--- src/rtl/tri_uart_regs.sv ---
module tri_uart_regs (
  input  logic        clk,
  input  logic        rst_n,
  input  logic [5:0]  bus_addr,
  input  logic [1:0]  bus_size,
  input  logic        bus_rd,
  input  logic        bus_wr,
  input  logic [15:0] bus_wdata,
  output logic [15:0] bus_rdata,
  output logic        bus_err,
  input  logic [23:0] rx_data,
  input  logic [2:0]  rx_valid,
  output logic [23:0] tx_data,
  output logic [2:0]  tx_send,
  output logic [2:0]  rx_event
);
  logic [15:0] ctrl [3];
  logic [7:0]  imode [3];
  logic [7:0]  txb [3];
  logic [7:0]  rxb [3];
  logic [2:0]  rdy;
  logic [7:0]  tim;
  logic [15:0] rd_val;

  wire [1:0] ch  = bus_addr[5:4];
  wire [3:0] off = bus_addr[3:0];
  wire in_ch  = ch != 2'd3;
  wire is_ctl = in_ch && off == 4'h0;
  wire is_imd = in_ch && off == 4'h4;
  wire is_txb = in_ch && off == 4'h8;
  wire is_rxb = in_ch && off == 4'h9;
  wire is_sts = in_ch && off == 4'hC;
  wire is_tim = bus_addr == 6'h2D;
  wire sz1 = bus_size == 2'd1;
  wire sz2 = bus_size == 2'd2;
  wire [7:0] imd_ro = (ch == 2'd2) ? 8'hCA : 8'h4A;
  wire ctl_ro_hit = (ch == 2'd2) && ((bus_wdata & 16'h0C04) != 16'h0);

  wire rd_ok = (is_ctl && sz2) || ((is_imd || is_txb || is_rxb || is_tim) && sz1)
             || (is_sts && (sz1 || (sz2 && ch != 2'd2)));
  wire wr_ok = (is_ctl && sz2 && !ctl_ro_hit)
             || (is_imd && sz1 && ((bus_wdata[7:0] & imd_ro) == 8'h0))
             || ((is_txb || is_tim) && sz1);
  wire legal_rd = bus_rd && !bus_wr && rd_ok;
  wire legal_wr = bus_wr && !bus_rd && wr_ok;
  wire illegal  = (bus_rd || bus_wr) && !legal_rd && !legal_wr;

  always_comb begin
    rd_val = '0;
    for (int c = 0; c < 3; c++)
      if (ch == 2'(c))
        case (off)
          4'h0: rd_val = ctrl[c];
          4'h4: rd_val = {8'h0, imode[c]};
          4'h8: rd_val = {8'h0, txb[c]};
          4'h9: rd_val = {8'h0, rxb[c]};
          4'hC: rd_val = {11'h0, rdy[c], 4'h0};
          default: rd_val = '0;
        endcase
    if (is_tim) rd_val = {8'h0, tim};
  end

  always_ff @(posedge clk) begin
    if (!rst_n) begin
      for (int c = 0; c < 3; c++) begin
        ctrl[c]  <= '0;
        imode[c] <= '0;
        txb[c]   <= '0;
        rxb[c]   <= '0;
      end
      rdy       <= '0;
      tim       <= '0;
      bus_rdata <= '0;
      bus_err   <= 1'b0;
      tx_send   <= '0;
      rx_event  <= '0;
    end else begin
      bus_rdata <= legal_rd ? rd_val : 16'h0;
      bus_err   <= illegal;
      rx_event  <= rx_valid;
      tx_send   <= '0;
      for (int c = 0; c < 3; c++) begin
        if (rx_valid[c]) begin
          rxb[c] <= rx_data[8*c +: 8];
          rdy[c] <= 1'b1;
        end else if (legal_rd && is_rxb && ch == 2'(c)) begin
          rdy[c] <= 1'b0;
        end
        if (legal_wr && ch == 2'(c)) begin
          if (is_ctl) ctrl[c]  <= bus_wdata;
          if (is_imd) imode[c] <= bus_wdata[7:0];
          if (is_txb) begin
            txb[c]     <= bus_wdata[7:0];
            tx_send[c] <= 1'b1;
          end
        end
      end
      if (legal_wr && is_tim) tim <= bus_wdata[7:0];
    end
  end

  assign tx_data = {txb[2], txb[1], txb[0]};
endmodule


--- config.mk ---
export PLATFORM = sky130hd
export DESIGN_NAME = tri_uart_regs
export DESIGN_NICKNAME = d
export VERILOG_FILES = /design/src/rtl/tri_uart_regs.sv
export SDC_FILE = /design/constraint.sdc
export NUM_CORES = 1
export LEC_CHECK = 0
export ABC_CLOCK_PERIOD_IN_PS = 8600
export BUFFER_PORTS_ARGS = -buffer_cell sky130_fd_sc_hd__buf_2
export CORE_MARGIN = 3
export CORE_UTILIZATION = 35
export CTS_CLUSTER_DIAMETER = 150
export DETAILED_ROUTE_END_ITERATION = 12
export PLACE_DENSITY_LB_ADDON = 0.12
export SETUP_SLACK_MARGIN = 0.1
export SLEW_MARGIN = 20
export SYNTH_ARGS = -nofsm -noshare
export SYNTH_HDL_FRONTEND = slang
export SYNTH_SLANG_ARGS = --single-unit
--- constraint.sdc ---
create_clock -name clk -period 8.6 [get_ports clk]
set_clock_uncertainty 0.15 [all_clocks]
set_input_delay 0.86 -clock clk [delete_from_list [all_inputs] [get_ports clk]]
set_output_delay 0.86 -clock clk [all_outputs]
set_load 0.02 [all_outputs]
==> results of run 1 <==
-- stage by stage --
stage	cells	worst slack (ns)
global placement	812	4.18
floorplan	509	4.80
detailed placement	812	3.93
finish	845	4.76
CTS	844	4.37
global route	845	4.66
-- power breakdown --
part / internal (uW) / leakage (uW) / switching [uW]
combinational: 42.4 / 0.00111 / 82.4
sequential: 843 / 0.00144 / 24.4
clock: 413 / 0.000273 / 318
-- area by class of cell --
cell class | instances | area [um^2] | share of cell area
Inverter | 5 | 18.8 | 0.00243
Sequential cell | 154 | 4280 | 0.554
Timing Repair Buffer | 109 | 566 | 0.0732
Multi-Input combinational cell | 320 | 2000 | 0.259
Clock buffer | 19 | 443 | 0.0573
Clock inverter | 13 | 134 | 0.0173
Tap cell | 225 | 282 | 0.0364
-- synthesized netlist by cell type, drive strengths merged, types with 2 or more instances --
cell,count,share of area
edfxtp,120,0.56
o211ai,4,0.0047
nor3,5,0.0039
mux2,13,0.023
nor2,50,0.033
nand4b,2,0.0027
nand3,20,0.016
or3,3,0.0029
o2111ai,5,0.0096
a32oi,2,0.0027
a31oi,3,0.0029
a221oi,10,0.014
dfxtp,34,0.11
a2111oi,2,0.0067
or2,2,0.0020
nor2b,26,0.026
clkbuf,19,0.011
a22oi,18,0.021
nand4,2,0.0020
nand2b,7,0.0069
and2,17,0.017
buf,11,0.010
mux2i,11,0.017
a221o,3,0.0047
nand3b,6,0.0071
nand2,36,0.021
inv,5,0.0029
o21ai,22,0.017
a21oi,32,0.025
-- worst min path at each step --
| stage | from | to | slack (ns) | depth (start not counted) |
|---|---|---|---|---|
| 5_1_grt | tim[0] | bus_rdata[0] | 0.32 | 2 |
| 3_5_place_dp | tim[0] | bus_rdata[0] | 0.29 | 2 |
| 4_1_cts | tim[0] | bus_rdata[0] | 0.30 | 2 |
| 6_report | tim[0] | bus_rdata[0] | 0.31 | 2 |
| 3_3_place_gp | tim[0] | bus_rdata[0] | 0.30 | 2 |
| 2_1_floorplan | tim[0] | bus_rdata[0] | 0.28 | 2 |
-- registers in the layout, summed over array words and instances (netlist names) --
name and count:
ctrl 48, imode 24, rxb 24, txb 24, bus_rdata 16, tim 8, rdy 3, rx_event 3
tx_send 3, bus_err 1
-- routing by layer --
metal  vias up  global-route usage
met2       222               0.316
met5         -                   0
met1      2223               0.278
met4         0              0.0882
li1       2077                   -
met3        41              0.0410
-- cell families after synthesis --
kind of cell | synth area share
AOI/OAI and AO/OA | 0.117
and+or+nand+nor | 0.146
muxes | 0.0402
DFF | 0.672
other | 0.000588
buffers and inverters | 0.0241
-- critical path, delay by kind of cell --
| family | cells | cell delay, ns |
|---|---|---|
| AOI/OAI and AO/OA | 2 | 1.48 |
| buffers and inverters | 1 | 0.47 |
| and+or+nand+nor | 2 | 0.92 |
==> metrics, run 1 <==
root buffer cell=clkbuf_16; post-CTS setup buffer count=0; CTS tree=yes; Routed Antenna Nets=0; worst reg2reg path depth=5; CTS sink cnt=154; Lkg Pwr=0.00282 uW; GRT Total Usage=0.204; commonest cells after routing, fill and taps aside=edfxtp_1, buf_2, nor2_1; Async SR Flop Fraction=0; htree depth=4; nets=662; Via-to-Cell Ratio=5.40; top layer in use=met4; Achievable Freq=0.261 GHz; EDFF count, synth=120; Iter 0 DRT Violations=551; first-pass GRT wire length=29.3 mm; core area=17600 um^2; detailed-route wire length=19.8 mm; Netlist cell types=45; DRC=0; clk_lat worst skew=~0.43 ns; Wirelength per Cell=roughly 23 um; initial antenna violation count=0; maxcap violations=0; Util after Layout=0.439; Post-Syn Instances=roughly 500; Max Fanout on Critical Path=27; worst-path cell chain=buf_2 -> nand2b_1 -> nor2_1 -> o211ai_1 -> o21ai_1; vias in the first global route=4500; Die H=141 um; Setup TNS Final=0 ns; Worst EP arrival=3.74 ns; hold_buf cts=0; post-cts gate resize count=0; average size of a mapped cell=about 13 um^2; number of port buffers=101; Final period util=0.446; dpl cell area=7130 um^2; slew of the pin with the lowest slew margin=1.08 ns; mapped cell area=6380 um^2; die area=a little under 20000 um^2; Fill cells=1677; Synth Flop Type=edfxtp_1; num rows=48; Setup CP Type=in2reg; fin area=7730 um^2; Area Overhead vs Synth=21.1%; Ys Warns=0; Worst Setup End Kind=register; total number of vias=4563; post-synthesis sequential area ratio=0.672; met2 wire length=9.20 mm; post-synthesis register bit count=154; Critical Path RT=8.51 ns; slowest stage delay, CP=0.82 ns; Slew Limit Headroom=0.274; Worst R2R Start=txb[0][19]; slowest CP cell=o21ai_1; Placer Congestion=0.967; P per Cell Area=223 nW/um^2; total CTS buffers=17; share of cells above drive strength 1=0.277; Pre-antenna DRT Iters=6; commonest non-fill, non-tap cell in the layout=edfxtp_1; crit path from=bus_addr[3]; Worst-path clk slew=0.06 ns; total power=1720 uW; r2r endpoint=bus_rdata[3]; outcome=complete, no violations; Longest Clk Path Bufs=2; Fin. Hold Viols=0; Hold Slack=0.305 ns; grt total ovfl=0; Post-DP HPWL=between 10 and 15 mm; Boundary Pins=102; RSZ-0062 raised after global routing=no; Initial Util=0.362; worst hold-check path type=reg2reg; R2R Setup Slk=6.65 ns; Setup-failing EPs final=0; CP startpoint kind=input pin; final count of pins violating max slew=0; met3 wire length=1.48 mm; Die W=141 um; post-layout min period=3.84 ns; met1 wire length=8.52 mm; end of the critical path=txb[0][13]; diode count=0; peak supply drop=around 0.00015 V; largest net degree at the start of global routing=35
Power figures use the tool's default switching activity.
==> run 2, diff against run 1 <==
--- a/config.mk
+++ b/config.mk
@@ -5,7 +5,7 @@
 export SDC_FILE = /design/constraint.sdc
 export NUM_CORES = 1
 export LEC_CHECK = 0
-export ABC_CLOCK_PERIOD_IN_PS = 8600
+export ABC_CLOCK_PERIOD_IN_PS = 3200
 export BUFFER_PORTS_ARGS = -buffer_cell sky130_fd_sc_hd__buf_2
 export CORE_MARGIN = 3
 export CORE_UTILIZATION = 35
==> constraint.sdc (replaced) <==
create_clock -name clk -period 3.2 [get_ports clk]
set_clock_uncertainty 0.15 [all_clocks]
set_input_delay 0.32 -clock clk [delete_from_list [all_inputs] [get_ports clk]]
set_output_delay 0.32 -clock clk [all_outputs]
set_load 0.02 [all_outputs]
==> metrics, run 2 (synthesis gave the netlist of run 1 again) <==
largest net degree at the start of global routing=34; total CTS buffers=17; Achievable Freq=0.401 GHz; Die W=141 um; end of the critical path=txb[0][11]; Critical Path RT=approximately 3.2 ns; Slew Limit Headroom=0.435; Final period util=0.780; hold_sp=bus_wdata[0]; vias in the first global route=4634; Wirelength per Cell=22.7 um; CP startpoint kind=input pin; post-CTS setup buffer count=0; total number of vias=4559; crit path from=bus_addr[1]; RSZ-0062 raised after global routing=no; Fill cells=roughly 1.6k; r2r endpoint=bus_rdata[3]; Reg with most FFs=ctrl; share of cells above drive strength 1=0.295; met3 wire length=between 1 and 1.5 mm; detailed-route wire length=19.7 mm; diode count=0; total power=4620 uW; Worst EP arrival=~2.5 ns; Routed Antenna Nets=0; Non-Filler Instances=868; CTS tree=yes; Boundary Pins=102; commonest cells after routing, fill and taps aside=edfxtp_1, buf_2, nor2_1; clk_lat worst skew=0.42 ns; grt total ovfl=0; die area=19900 um^2; DRC=0; first-pass GRT wire length=29.4 mm; Hold Slack=0.0174 ns; Max Fanout on Critical Path=9; worst reg2reg path depth=5; P per Cell Area=586 nW/um^2; post-cts gate resize count=0; Lkg Pwr=0.00293 uW; Setup-failing EPs final=0; Post-DP HPWL=14.9 mm; maxcap violations=0; slew of the pin with the lowest slew margin=about 0.85 ns; Setup TNS Final=0 ns; Worst R2R Start=txb[0][19]; Setup CP Type=in2reg; Worst-path clk slew=0.06 ns; final count of pins violating max slew=0; htree depth=4; R2R Setup Slk=about 1.3 ns; Util after Layout=0.448; commonest non-fill, non-tap cell in the layout=edfxtp_1; Iter 0 DRT Violations=411; met2 wire length=9.27 mm; max FFs per register=48; post-layout min period=2.49 ns; Longest Clk Path Bufs=2; hold_buf cts=0; core area=17600 um^2; peak supply drop=0.000386 V; Area Overhead vs Synth=23.7%; worst hold-check path type=in2reg; root buffer cell=clkbuf_16; GRT Total Usage=0.204; nets=685; Via-to-Cell Ratio=between 5 and 6; Placer Congestion=around 0.94; initial antenna violation count=0; outcome=complete, no violations; number of port buffers=101; Die H=141 um; Worst Setup End Kind=register; CTS sink cnt=about 150; top layer in use=met4; Pre-antenna DRT Iters=5; Initial Util=0.362; num rows=48; placed insts=approximately 840; met1 wire length=roughly 8.4 mm; Fin. Hold Viols=0
[run 2: cell count changes in the layout (fill, tap and decap cells not counted), sizes merged]
| cell | delta |
|---|---|
| inv | -4 |
| bufinv | +1 |
| buf | +23 |
| clkinv | +1 |
| clkbuf | +2 |
[run 2: how the worst min path moves through the flow]
stage / endpoint / cells after the start
4_1_cts: tim[0] / 3
6_report: tim[0] / 3
5_1_grt: tim[0] / 3
3_5_place_dp: bus_rdata[0] / 2
3_3_place_gp: bus_rdata[0] / 2
2_1_floorplan: bus_rdata[0] / 2
[run 2: through the flow]
stage | setup slack [ns] | cell area (um^2)
after floorplan | -0.0556 | 6410
after global placement | 0.364 | 7330
after detailed placement | 0.293 | 7330
after CTS | 0.729 | 7890
after global routing | 0.465 | 7890
final | 0.706 | 7890
[run 2: critical path, cell delays in order]
cell,delay (ns)
buf_2,0.16
nor2_1,0.20
nand3b_1,0.28
a2111oi_2,0.57
o211ai_1,0.36
o21ai_0,0.36
buf_4,0.22
[run 2: final cells by class]
| type | count | area [um^2] | area share |
|---|---|---|---|
| tap | 225 | 282 | 0.0357 |
| clock inverter | 11 | 121 | 0.0154 |
| sequential | 154 | 4280 | 0.543 |
| multi-input combinational | 320 | 1990 | 0.252 |
| clock buffer | 21 | 440 | 0.0558 |
| inverter | 5 | 18.8 | 0.00238 |
| timing repair buffer | 132 | 751 | 0.0952 |
[run 2: report_power, final]
| group | internal [uW] | switching (uW) |
|---|---|---|
| logic | 128 | 223 |
| registers | 2260 | 59.2 |
| clock network | 1150 | 801 |
| total | 3540 | 1080 |
[run 2: routing by layer]
layer	global-route usage	vias up
met3	0.0488	40
met2	0.321	194
li1	-	2117
met1	0.273	2208
met4	0.0811	0
met5	0	-
==> run 3, diff against run 2 <==
--- a/config.mk
+++ b/config.mk
@@ -5,7 +5,7 @@
 export SDC_FILE = /design/constraint.sdc
 export NUM_CORES = 1
 export LEC_CHECK = 0
-export ABC_CLOCK_PERIOD_IN_PS = 3200
+export ABC_CLOCK_PERIOD_IN_PS = 2400
 export BUFFER_PORTS_ARGS = -buffer_cell sky130_fd_sc_hd__buf_2
 export CORE_MARGIN = 3
 export CORE_UTILIZATION = 35
==> constraint.sdc (replaced) <==
create_clock -name clk -period 2.4 [get_ports clk]
set_clock_uncertainty 0.15 [all_clocks]
set_input_delay 0.24 -clock clk [delete_from_list [all_inputs] [get_ports clk]]
set_output_delay 0.24 -clock clk [all_outputs]
set_load 0.02 [all_outputs]
==> metrics, run 3 (synthesis gave the netlist of run 1 again) <==
Reg with most FFs=ctrl; Pre-antenna DRT Iters=5; Achievable Freq=0.481 GHz; Iter 0 DRT Violations=around 380; nets=739; GRT Total Usage=0.202; Placer Congestion=0.883; final count of pins violating max slew=0; CTS tree=yes; Worst Setup End Kind=register; Worst EP arrival=2.07 ns; Longest Clk Path Bufs=2; Max Fanout on Critical Path=12; commonest non-fill, non-tap cell in the layout=edfxtp_1; Hold Path Depth=2; first-pass GRT wire length=about 30 mm; Critical Path RT=2.39 ns; P_int=roughly 4700 uW; share of cells above drive strength 1=0.314; Wirelength per Cell=21.3 um; R2R Setup Slk=between 0.6 and 0.7 ns; Setup-failing EPs final=0; Slew Limit Headroom=0.607; hold_sp=bus_wdata[13]; maxcap violations=0; total number of vias=4829; die area=19900 um^2; Lkg Pwr=0.00319 uW; Util after Layout=0.484; power share of the clock group=0.414; CTS sink cnt=154; Worst R2R Start=txb[0][16]; CP startpoint kind=input pin; total CTS buffers=17; root buffer cell=clkbuf_16; placed insts=854; Final period util=0.867; vias in the first global route=4913; r2r endpoint=bus_rdata[0]; htree depth=4; worst hold-check path type=in2reg; outcome=complete, no violations; worst hold endpoint=ctrl[0][45]; P per Cell Area=728 nW/um^2; Die H=141 um; largest net degree at the start of global routing=26; Routed Antenna Nets=0; initial antenna violation count=0; slew of the pin with the lowest slew margin=0.590 ns; Die W=141 um; core area=17600 um^2; hold_buf cts=36; Via-to-Cell Ratio=5.24; Non-Filler Instances=922; detailed-route wire length=19.6 mm; clk_lat worst skew=0.42 ns; commonest cells after routing, fill and taps aside=edfxtp_1, buf_2, buf_4; num rows=48; Area Overhead vs Synth=33.6%; Psw=1520 uW; post-CTS setup buffer count=0; max FFs per register=48; worst reg2reg path depth=5; post-layout min period=2.08 ns; crit path from=bus_rd; Fill cells=1566; grt total ovfl=0; Initial Util=0.362; DRC=0; Sequential Power Share=0.498; Setup CP Type=in2reg; Net Sw Frac=0.244; diode count=0; Post-DP HPWL=14.6 mm; Worst-path clk slew=0.06 ns; number of port buffers=approximately 100; Fin. Hold Viols=0; peak supply drop=0.000502 V; Comb pwr share=0.088; Boundary Pins=about 100; RSZ-0062 raised after global routing=no; post-cts gate resize count=0
## run 3: cell count changes in the layout (fill, tap and decap cells not counted), moves of 2 or more
| cell | delta |
|---|---|
| clkbuf_1 | -4 |
| dlygate4sd3_1 | +36 |
| buf_4 | +14 |
| o21ai_0 | -6 |
| inv_6 | +2 |
| o21ai_4 | +5 |
| buf_12 | +4 |
| clkinv_4 | +2 |
## run 3: layout make-up
cell class,instances,area [um^2],share of cell area
multi-input combinational,320,2080,0.244
clock inverter,15,140,0.0164
timing repair buffer,186,1300,0.152
inverter,5,18.8,0.00220
clock buffer,17,425,0.0499
tap,225,282,0.0330
sequential,154,4280,0.503
## run 3: per-layer routing
layer,global-route usage,part of all wire,vias to the layer above
met2,0.337,0.49,207
li1,-,-,2226
met3,0.0360,0.062,41
met5,0,0,-
met1,0.255,0.41,2355
met4,0.0994,0.041,0
## run 3: critical path: stages
cell and delay, ns:
dlygate4sd3_1 0.53, buf_2 0.16, nor2_1 0.36, o211ai_1 0.23, buf_12 0.20, o21ai_2 0.17, buf_4 0.17
## run 3: power groups by stage
stage	logic, uW	registers [uW]	clock network [uW]
after floorplan	245	3140	0
after global placement	500	3150	0
after detailed placement	505	3150	0
after CTS	552	3090	2620
after global routing	597	3100	2720
final	549	3090	2570
## run 3: stage by stage
stage | hold slack (ns) | area (um^2) | worst slack (ns) | total power (uW) | setup TNS [ns]
after floorplan | 0.207 | 6500 | -0.0223 | 3380 | -0.536
after global placement | 0.304 | 7600 | 0.0199 | 3650 | 0
after detailed placement | 0.307 | 7600 | -0.0501 | 3650 | -0.337
after CTS | 0.0122 | 8520 | 0.341 | 6260 | 0
after global routing | 0.0241 | 8520 | 0.229 | 6410 | 0
final | 0.0193 | 8520 | 0.319 | 6210 | 0
## run 3: how the worst max path moves through the flow
stage | slack [ns] | endpoint
6_report | 0.32 | txb[0][1]
3_5_place_dp | -0.05 | bus_rdata[9]
4_1_cts | 0.34 | txb[0][7]
5_1_grt | 0.23 | imode[0][19]
2_1_floorplan | -0.02 | imode[0][0]
3_3_place_gp | 0.02 | bus_rdata[12]
